<file path="src/rtl/spwm_pkg.sv">
package spwm_pkg;
  typedef enum logic {
    END_PEAK  = 1'b0,
    END_MAXON = 1'b1
  } end_cause_e;
endpackage

</file>
<file path="src/rtl/spwm_ramp.sv">
module spwm_ramp #(
  parameter int DAC_W = 10,
  parameter int CNT_W = 16
) (
  input  logic             clk,
  input  logic             rst_n,
  input  logic             start_i,
  input  logic             run_i,
  input  logic [DAC_W-1:0] init_i,
  input  logic [DAC_W-1:0] step_i,
  input  logic [CNT_W-1:0] div_i,
  input  logic             up_i,
  output logic [DAC_W-1:0] code_o,
  output logic             step_evt_o
);
  logic [CNT_W-1:0] sub_q;
  logic [CNT_W-1:0] last_sub;

  // saturating move of the code by one step
  function automatic logic [DAC_W-1:0] sat_move(input logic [DAC_W-1:0] c,
                                                input logic [DAC_W-1:0] s,
                                                input logic up);
    logic [DAC_W:0] sum;
    if (up) begin
      sum = {1'b0, c} + {1'b0, s};
      return sum[DAC_W] ? {DAC_W{1'b1}} : sum[DAC_W-1:0];
    end
    return (s > c) ? '0 : (c - s);
  endfunction

  assign last_sub   = (div_i == '0) ? '0 : (div_i - CNT_W'(1));
  assign step_evt_o = run_i && !start_i && (sub_q == last_sub);

  always_ff @(posedge clk) begin
    if (!rst_n) begin
      code_o <= '0;
      sub_q  <= '0;
    end else if (start_i) begin
      code_o <= init_i;
      sub_q  <= '0;
    end else if (run_i) begin
      if (step_evt_o) begin
        code_o <= sat_move(code_o, step_i, up_i);
        sub_q  <= '0;
      end else begin
        sub_q <= sub_q + CNT_W'(1);
      end
    end
  end
endmodule

</file>
<file path="src/rtl/spwm_phase.sv">
module spwm_phase
  import spwm_pkg::*;
#(
  parameter int CNT_W = 16
) (
  input  logic             clk,
  input  logic             rst_n,
  input  logic             mode_i,
  input  logic             pulse_i,
  input  logic             cmp_i,
  input  logic [CNT_W-1:0] blank_i,
  input  logic [CNT_W-1:0] maxon_i,
  input  logic [CNT_W-1:0] minper_i,
  output logic             on_o,
  output logic             ton_o,
  output logic             trip_o,
  output logic             force_off_o,
  output logic             blanked_o,
  output logic             per_ok_o,
  output logic             cause_o,
  output logic [CNT_W-1:0] per_cnt_o
);
  localparam int CW1 = CNT_W + 1;

  end_cause_e   cause_q;
  logic [CW1-1:0] per_next;

  // clocks elapsed including the current one
  function automatic logic [CW1-1:0] elapsed(input logic [CNT_W-1:0] p);
    return {1'b0, p} + CW1'(1);
  endfunction

  assign per_next    = elapsed(per_cnt_o);
  assign per_ok_o    = per_next >= {1'b0, minper_i};
  assign ton_o       = !on_o && per_ok_o && (mode_i ? !cmp_i : pulse_i);
  assign blanked_o   = on_o && (per_cnt_o < blank_i);
  assign trip_o      = on_o && !blanked_o && cmp_i;
  assign force_off_o = on_o && !trip_o && (per_next >= {1'b0, maxon_i});
  assign cause_o     = cause_q;

  always_ff @(posedge clk) begin
    if (!rst_n) begin
      on_o      <= 1'b0;
      per_cnt_o <= '1;
      cause_q   <= END_PEAK;
    end else if (ton_o) begin
      on_o      <= 1'b1;
      per_cnt_o <= '0;
    end else begin
      if (per_cnt_o != '1) per_cnt_o <= per_cnt_o + CNT_W'(1);
      if (trip_o) begin
        on_o    <= 1'b0;
        cause_q <= END_PEAK;
      end else if (force_off_o) begin
        on_o    <= 1'b0;
        cause_q <= END_MAXON;
      end
    end
  end
endmodule

</file>
<file path="src/rtl/slope_pwm_ctrl.sv">
module slope_pwm_ctrl #(
  parameter int DAC_W = 10,
  parameter int CNT_W = 16
) (
  input  logic             clk,
  input  logic             rst_n,
  input  logic             mode_i,
  input  logic             period_pulse_i,
  input  logic             cmp_i,
  input  logic             cfg_dir_i,
  input  logic [DAC_W-1:0] cfg_init_i,
  input  logic [DAC_W-1:0] cfg_step_i,
  input  logic [CNT_W-1:0] cfg_div_i,
  input  logic [CNT_W-1:0] cfg_blank_i,
  input  logic [CNT_W-1:0] cfg_maxon_i,
  input  logic [CNT_W-1:0] cfg_minper_i,
  input  logic [DAC_W-1:0] cfg_zcd_i,
  output logic             pwm_o,
  output logic [DAC_W-1:0] dac_o,
  output logic             sel_zcd_o,
  output logic             end_cause_o
);
  // shadow copies, captured at turn-on
  logic             dir_s;
  logic [DAC_W-1:0] step_s, zcd_s;
  logic [CNT_W-1:0] div_s, blank_s, maxon_s, minper_s;

  // named internal events
  logic             on, ton, trip, force_off, blanked, per_ok, step_evt;
  logic [CNT_W-1:0] per_cnt;
  logic [DAC_W-1:0] ramp_code;

  always_ff @(posedge clk) begin
    if (!rst_n) begin
      dir_s    <= 1'b0;
      step_s   <= '0;
      zcd_s    <= '0;
      div_s    <= '0;
      blank_s  <= '0;
      maxon_s  <= '0;
      minper_s <= '0;
    end else if (ton) begin
      dir_s    <= cfg_dir_i;
      step_s   <= cfg_step_i;
      zcd_s    <= cfg_zcd_i;
      div_s    <= cfg_div_i;
      blank_s  <= cfg_blank_i;
      maxon_s  <= cfg_maxon_i;
      minper_s <= cfg_minper_i;
    end
  end

  spwm_phase #(.CNT_W(CNT_W)) u_phase (
    .clk         (clk),
    .rst_n       (rst_n),
    .mode_i      (mode_i),
    .pulse_i     (period_pulse_i),
    .cmp_i       (cmp_i),
    .blank_i     (blank_s),
    .maxon_i     (maxon_s),
    .minper_i    (minper_s),
    .on_o        (on),
    .ton_o       (ton),
    .trip_o      (trip),
    .force_off_o (force_off),
    .blanked_o   (blanked),
    .per_ok_o    (per_ok),
    .cause_o     (end_cause_o),
    .per_cnt_o   (per_cnt)
  );

  spwm_ramp #(.DAC_W(DAC_W), .CNT_W(CNT_W)) u_ramp (
    .clk        (clk),
    .rst_n      (rst_n),
    .start_i    (ton),
    .run_i      (on),
    .init_i     (cfg_init_i),
    .step_i     (step_s),
    .div_i      (div_s),
    .up_i       (dir_s),
    .code_o     (ramp_code),
    .step_evt_o (step_evt)
  );

  assign pwm_o     = on;
  assign sel_zcd_o = mode_i && !on;
  assign dac_o     = sel_zcd_o ? zcd_s : ramp_code;
endmodule

</file>
<file path="config.mk">
export PLATFORM = sky130hd
export DESIGN_NAME = slope_pwm_ctrl
export DESIGN_NICKNAME = d
export VERILOG_FILES = /design/src/rtl/spwm_pkg.sv /design/src/rtl/spwm_ramp.sv /design/src/rtl/spwm_phase.sv /design/src/rtl/slope_pwm_ctrl.sv
export SDC_FILE = /design/constraint.sdc
export NUM_CORES = 1
export LEC_CHECK = 0
export BUFFER_PORTS_ARGS = -buffer_cell sky130_fd_sc_hd__buf_2
export CAP_MARGIN = 10
export CORE_MARGIN = 3
export CORE_UTILIZATION = 30
export CTS_CLUSTER_SIZE = 40
export DETAILED_ROUTE_END_ITERATION = 8
export PLACE_DENSITY = 0.58
export SETUP_SLACK_MARGIN = 0.02
export SLEW_MARGIN = 20
export SYNTH_ARGS = -nofsm -noshare
export SYNTH_HDL_FRONTEND = slang
export SYNTH_SLANG_ARGS = --single-unit
</file>
<file path="constraint.sdc">
create_clock -name clk -period 4.5 [get_ports clk]
set_clock_uncertainty 0.05 [all_clocks]
set_input_delay 0.45 -clock clk [delete_from_list [all_inputs] [get_ports clk]]
set_output_delay 0.45 -clock clk [all_outputs]
set_load 0.05 [all_outputs]
</file>
### After elaboration in Yosys (flattened, before gate mapping)

Cells that the tools add are included.

| operators by class | value |
|---|---|
| bitwise gates (word level) | 2 |
| add/sub/neg operators | 6 |
| eq/ne operators | 2 |
| muxes and demuxes | 23 |
| order comparisons | 4 |
| reductions and logical operators | 24 |

Operators with widths:

| kind | number |
|---|---|
| 10-bit two-way mux | 8 |
| 16-bit two-way mux | 4 |
| 17-bit by 16-bit >= comparator with 1-bit output | 2 |
| 16-bit by 1-bit adder with 16-bit output (second input constant) | 2 |
| 16-bit by 1-bit adder with 17-bit output (second input constant) | 1 |
| 16-bit == test | 1 |
| 16-bit zero test | 1 |
| 16-bit < comparator | 1 |
| 16-bit inequality test (second input constant) | 1 |
| 16-bit by 1-bit subtractor with 16-bit output (second input constant) | 1 |
| 10-bit by 10-bit adder with 11-bit output | 1 |
| 1-bit two-way mux | 11 |
| 10-bit greater-than comparator | 1 |
| 1-bit logical AND | 10 |
| 10-bit subtractor | 1 |
| 2-bit nonzero test | 4 |
| 1-bit zero test | 5 |
| 2-bit AND reduction | 2 |
| 3-bit nonzero test | 1 |
| 1-bit NOT | 2 |
| 2-bit OR reduction | 1 |

| storage, ports and cells | value |
|---|---|
| flip-flop bits (word level) | 129 |
| output and inout port bits | 13 |

### Depth between registers and ports, before layout

| logic depth | value |
|---|---|
| depth after elaboration | 15 |
| mapped depth | 17 |
| depth with buffers taken out | 15 |

### By module

A second synthesis with hierarchy kept.

| unflattened totals | value |
|---|---|
| cells, all modules | 991 |
| area, all modules | 8837.2 µm² |

By module, submodules not included:

| module | seq. area each (µm²) | area an instance (µm²) | instances | cells each |
|---|---|---|---|---|
| slope_pwm_ctrl | 1701.6 | 3397.0 | 1 | 287 |
| spwm_ramp | 520.5 | 3294.4 | 1 | 424 |
| spwm_phase | 360.3 | 2145.8 | 1 | 280 |

### Least setup slack after synthesis

Ideal clock, no wire load.

| timing | value |
|---|---|
| path type | flip-flop to flip-flop |
| start point | register u_phase.per_cnt_o[0] |
| end point | register u_ramp.code_o[1] |
| period minus slack after synthesis | 3717 ps |
| setup time | 74 ps |
| arrival time | 3593 ps |
| buffers on the path | 1 |
| stages on the path, launching flop included | 15 |
| data required time | 4376 ps |
| setup slack | 783 ps |
| path through | dfxtp_1 > ha_1 > nand3_1 > nor4_2 > nand3_1 > xnor2_1 > ha_1 > nand2_1 > nor4_1 > and4_1 > or3_1 > o31a_1 > buf_2 > or4b_1 > a31oi_1 |

| on the way | value |
|---|---|
| cells in the longest elaborated chain, start to end | 9 |

Ends and longest elaborated chain:

| item | line | text |
|---|---|---|
| start: declaration | spwm_phase.sv:21 | `output logic [CNT_W-1:0] per_cnt_o` |
| start signal: assignment | spwm_phase.sv:50 | `if (per_cnt_o != '1) per_cnt_o <= per_cnt_o + CNT_W'(1);` |
| 16-bit by 1-bit adder with 17-bit output * | spwm_phase.sv:30 | `return {1'b0, p} + CW1'(1);` |
| 17-bit by 16-bit >= comparator with 1-bit output * | spwm_phase.sv:34 | `assign per_ok_o = per_next >= {1'b0, minper_i};` |
| 1-bit logical AND * (2 in a row) | spwm_phase.sv:35 | `assign ton_o = !on_o && per_ok_o && (mode_i ? !cmp_i : pulse_i);` |
| 1-bit zero test | spwm_ramp.sv:32 | `assign step_evt_o = run_i && !start_i && (sub_q == last_sub);` |
| 1-bit logical AND (2 in a row) | spwm_ramp.sv:32 |  |
| 2-bit nonzero test (no line) | n/a |  |
| 2-bit AND reduction (no line) | n/a |  |
| end signal: assignment | spwm_ramp.sv:39 | `code_o <= init_i;` |
| end signal: assignment | spwm_ramp.sv:43 | `code_o <= sat_move(code_o, step_i, up_i);` |
| end: declaration | spwm_ramp.sv:13 | `output logic [DAC_W-1:0] code_o,` |

Mark *: on every way between the ends. The rest lies on a longest branch, timed or not.
A chain may end at the register's enable or synchronous reset.

### Final worst setup path

Ends and elaborated chain as after synthesis.

==> results.cfg <==
[status]
outcome = complete, no violations

[logic_synthesis]
synthCells = 972
synth_top_cell_by_area = dfxtp_1
synthSimpleGateAreaFrac = 0.1971
synth-xor-area-share = 0.06328
synth.distinct_cells = 74
synth_top_area_frac = 0.3132
synth_area_leaders = dfxtp_1 31%, mux2i_1 11%, ha_1 11%
syn-num-nets = 1144
synth_compound_area_frac = 0.1285
syn_area_um2 = 8245
synthAdderAreaFrac = 0.1111
synthMuxAreaShare = 0.1253
yosys_register_bits = 129
synth-main-ff-cell = dfxtp_1
synth_area_per_cell_um2 = 8.483
async_flop_share = 0
synth_edf_count = 0
yosysSeqAreaShare = 0.3132
synth_top_family_by_area = simple AND/OR/NAND/NOR gates
yosysWarningCount = 0

[critical_path]
cp_slowest_cell = or4b_1
critPathMostFrequentCell = ha_1
endpoint_kind = flip-flop
rr_worst_depth = 13
r2r_end = u_ramp.code_o[1]
rrSetupSlack_ns = 0.35
worst_path_largest_cell_delay_ns = 0.54
cp_data_arrival_time_ns = 4.43
cp_num_cells = 13
r2r_start = u_phase.per_cnt_o[0]
critPathTopFamily = simple AND/OR/NAND/NOR gates
critical_path_required_ns = 4.78
critPathBufInv = 0
crit_fanout = 7
worst_setup_path_start_kind = flip-flop
path_cells = ha_1 > nand3_1 > nor3_1 > and3_1 > xor2_1 > ha_1 > nand2_1 > nor4_1 > and4_1 > or3_1 > o31a_2 > or4b_1 > a31oi_1
worstSetupPathType = flip-flop to flip-flop

[min_path]
min_delay_worst_endpoint = maxon_s[10]
min-delay-start = cfg_maxon_i[10]
hold_class = input port to flip-flop
hold-path-cell-count = 3

[clock_tree]
htreeDepth = 4
cts_buffer_depth = 2
clk_pin_slew_ns = 0.07
cts_root_buffer = clkbuf_16
cts_setup_buffers = 0
cts_buffers = 17
clock-sinks = 129
cts-resized-gates = 0
clock_latency_ns = 0.43
tritoncts = yes
ctsHoldBuffers = 0

[pwr]
p_leak_nw = 4.174
vdd_drop_max_v = 0.0003273
powerDensity_nw_per_um2 = 797.9

[sta]
relSlewSlack = 0.3618
final-max-slew-violation-count = 0
finalCriticalPeriod_ns = 4.150
period_share = 0.9223
rsz0062_at_grt = false
tightest_slew_ns = 0.9572
final-hold-violation-count = 0
fin_setup_tns_ns = 0
setup_viol = 0
fmax_mhz = 240.9

[placement]
port-buffer-count = 112
post-place-cells = 1395
gp_congestion = 0.8684
dp_hpwl_mm = 16.73

[layout]
multi_input_area_um2 = 5175
n_antenna_cell = 0
fillCellCount = 2781
area_growth_pct = 18.86
instances_no_fill = 1427
final_nets = 1245
seqCellArea_um2 = 2582
drive_gt1_frac = 0.1777

[global_route]
grt_max_degree = 85
grt_use_met3 = 0.02919
met1_usage = 0.2022
antenna_found_initial = 0
grt_overflow = 0
busiest_layer = met2
grt_pass1_wl_mm = 36.31
grt_usage = 0.1534
gr-usage-met2 = 0.2623
grt_pass1_vias = 7016

[job]
drv_cap = 0

[floorplan]
rows = 60
initial_core_util = 0.3059
die_w_um = 171.8
ioPinCount = 113
dieArea_um2 = 29510
core_area_um2 = 26950
die_h_um = 171.8

[routing]
antenna_left = 0
dr.pass1.iters = 5
vias = 7072
drcViolationCount = 0
drt_iter0_drc = 402
drt-total-wl_mm = 22.23
vias_per_cell = 4.956
wire_per_inst_um = 15.58
==> final cells by class <==
class                           count  area share
Sequential cell                   129      0.2635
Multi-Input combinational cell    718      0.5280
Inverter                           76     0.02924
Timing Repair Buffer              131     0.07558
Tap cell                          341     0.04353
Clock buffer                       17     0.04341
Clock inverter                     15     0.01672
==> cells in the final DEF (no fill, tap or decap), drive strengths merged, types with 24 or more instances in the layout <==
cell type / instances
dfxtp: 129
buf: 131
xnor2: 29
nand2: 64
a21oi: 30
nor2: 137
mux2i: 92
xor2: 28
o21ai: 26
inv: 85
ha: 70
nand3: 35
nand4: 24
==> layer usage <==
| metal | vias to the layer above | routed length [um] |
|---|---|---|
| met2 | 129 | 10650 |
| met4 | 0 | 213 |
| li1 | 3623 | - |
| met3 | 17 | 931 |
| met1 | 3303 | 10440 |
| met5 | - | 0 |
==> power by group <==
part	internal [mW]	switching, mW
registers	1.48	0.376
logic	2.00	2.57
clock network	0.789	0.607
==> how the worst max path moves through the flow <==
stage	startpoint	endpoint	slack (ns)
5_1_grt	u_phase.per_cnt_o[0]	u_ramp.code_o[0]	0.03
6_report	u_phase.per_cnt_o[0]	u_ramp.code_o[1]	0.35
3_5_place_dp	u_phase.per_cnt_o[0]	u_ramp.code_o[0]	0.43
2_1_floorplan	u_phase.per_cnt_o[0]	u_ramp.code_o[1]	0.78
3_3_place_gp	u_phase.per_cnt_o[0]	u_ramp.code_o[0]	0.57
4_1_cts	u_phase.per_cnt_o[0]	u_ramp.code_o[1]	0.39
==> Yosys cell counts (3+ instances only) <==
library cell    n
nor2_1        137
dfxtp_1       129
mux2i_1        92
inv_1          75
ha_1           70
nand2_1        64
nand3_1        35
a21oi_1        30
xnor2_1        29
xor2_1         28
o21ai_0        26
clkbuf_1       25
nand4_1        24
buf_2          21
a21o_1         18
nor3_1         14
a31oi_1        12
and3_1         11
mux2_2         10
a2bb2oi_1       8
o31ai_1         7
a211oi_1        6
nor4_1          6
o211ai_1        5
or3_1           5
a221oi_1        4
and4_1          4
nor2b_1         4
o21bai_1        4
and2_1          3
nand2b_1        3
nor3_2          3
nor3b_1         3
nor4_2          3
o2111ai_1       3
o21a_1          3
o41ai_1         3
==> flip-flops by register name, summed over array words and instances (netlist names) <==
signal and cells:
zcd_s 10, u_phase.cause_o 1, div_s 16, u_ramp.code_o 10, u_phase.on_o 1, blank_s 16, u_phase.per_cnt_o 16, step_s 10
minper_s 16, maxon_s 16, dir_s 1, u_ramp.sub_q 16
==> worst reg2reg max path: stages (launching register included) <==
cell and delay, ns:
dfxtp_1 0.50, ha_1 0.24, nand3_1 0.18, nor3_1 0.33, and3_1 0.22, xor2_1 0.34, ha_1 0.32, nand2_1 0.09
nor4_1 0.07, and4_1 0.20, or3_1 0.37, o31a_2 0.45, or4b_1 0.54, a31oi_1 0.16
==> cell families after synthesis <==
| kind of cell | after synthesis |
|---|---|
| xor gates and xnor gates | 58 |
| adders and majority gates | 72 |
| buffers and inverters | 125 |
| and+or+nand+nor | 334 |
| DFF | 129 |
| AOI/OAI and AO/OA | 152 |
| muxes | 102 |
==> stage by stage <==
step	utilization	instance area [um^2]	total power [mW]	setup WS, ns	hold slack, ns
2_1_floorplan	-	8245	5.295	0.7828	0.4061
5_1_grt	0.3636	9801	8.526	0.02647	0.1951
4_1_cts	0.3636	9801	7.884	0.3933	0.1904
3_3_place_gp	0.3418	9211	6.390	0.5707	0.4206
6_report	0.3636	9801	7.820	0.3497	0.2042
3_5_place_dp	0.3418	9211	6.443	0.4325	0.4307
Note: power is estimated with default switching activity, not from simulation.
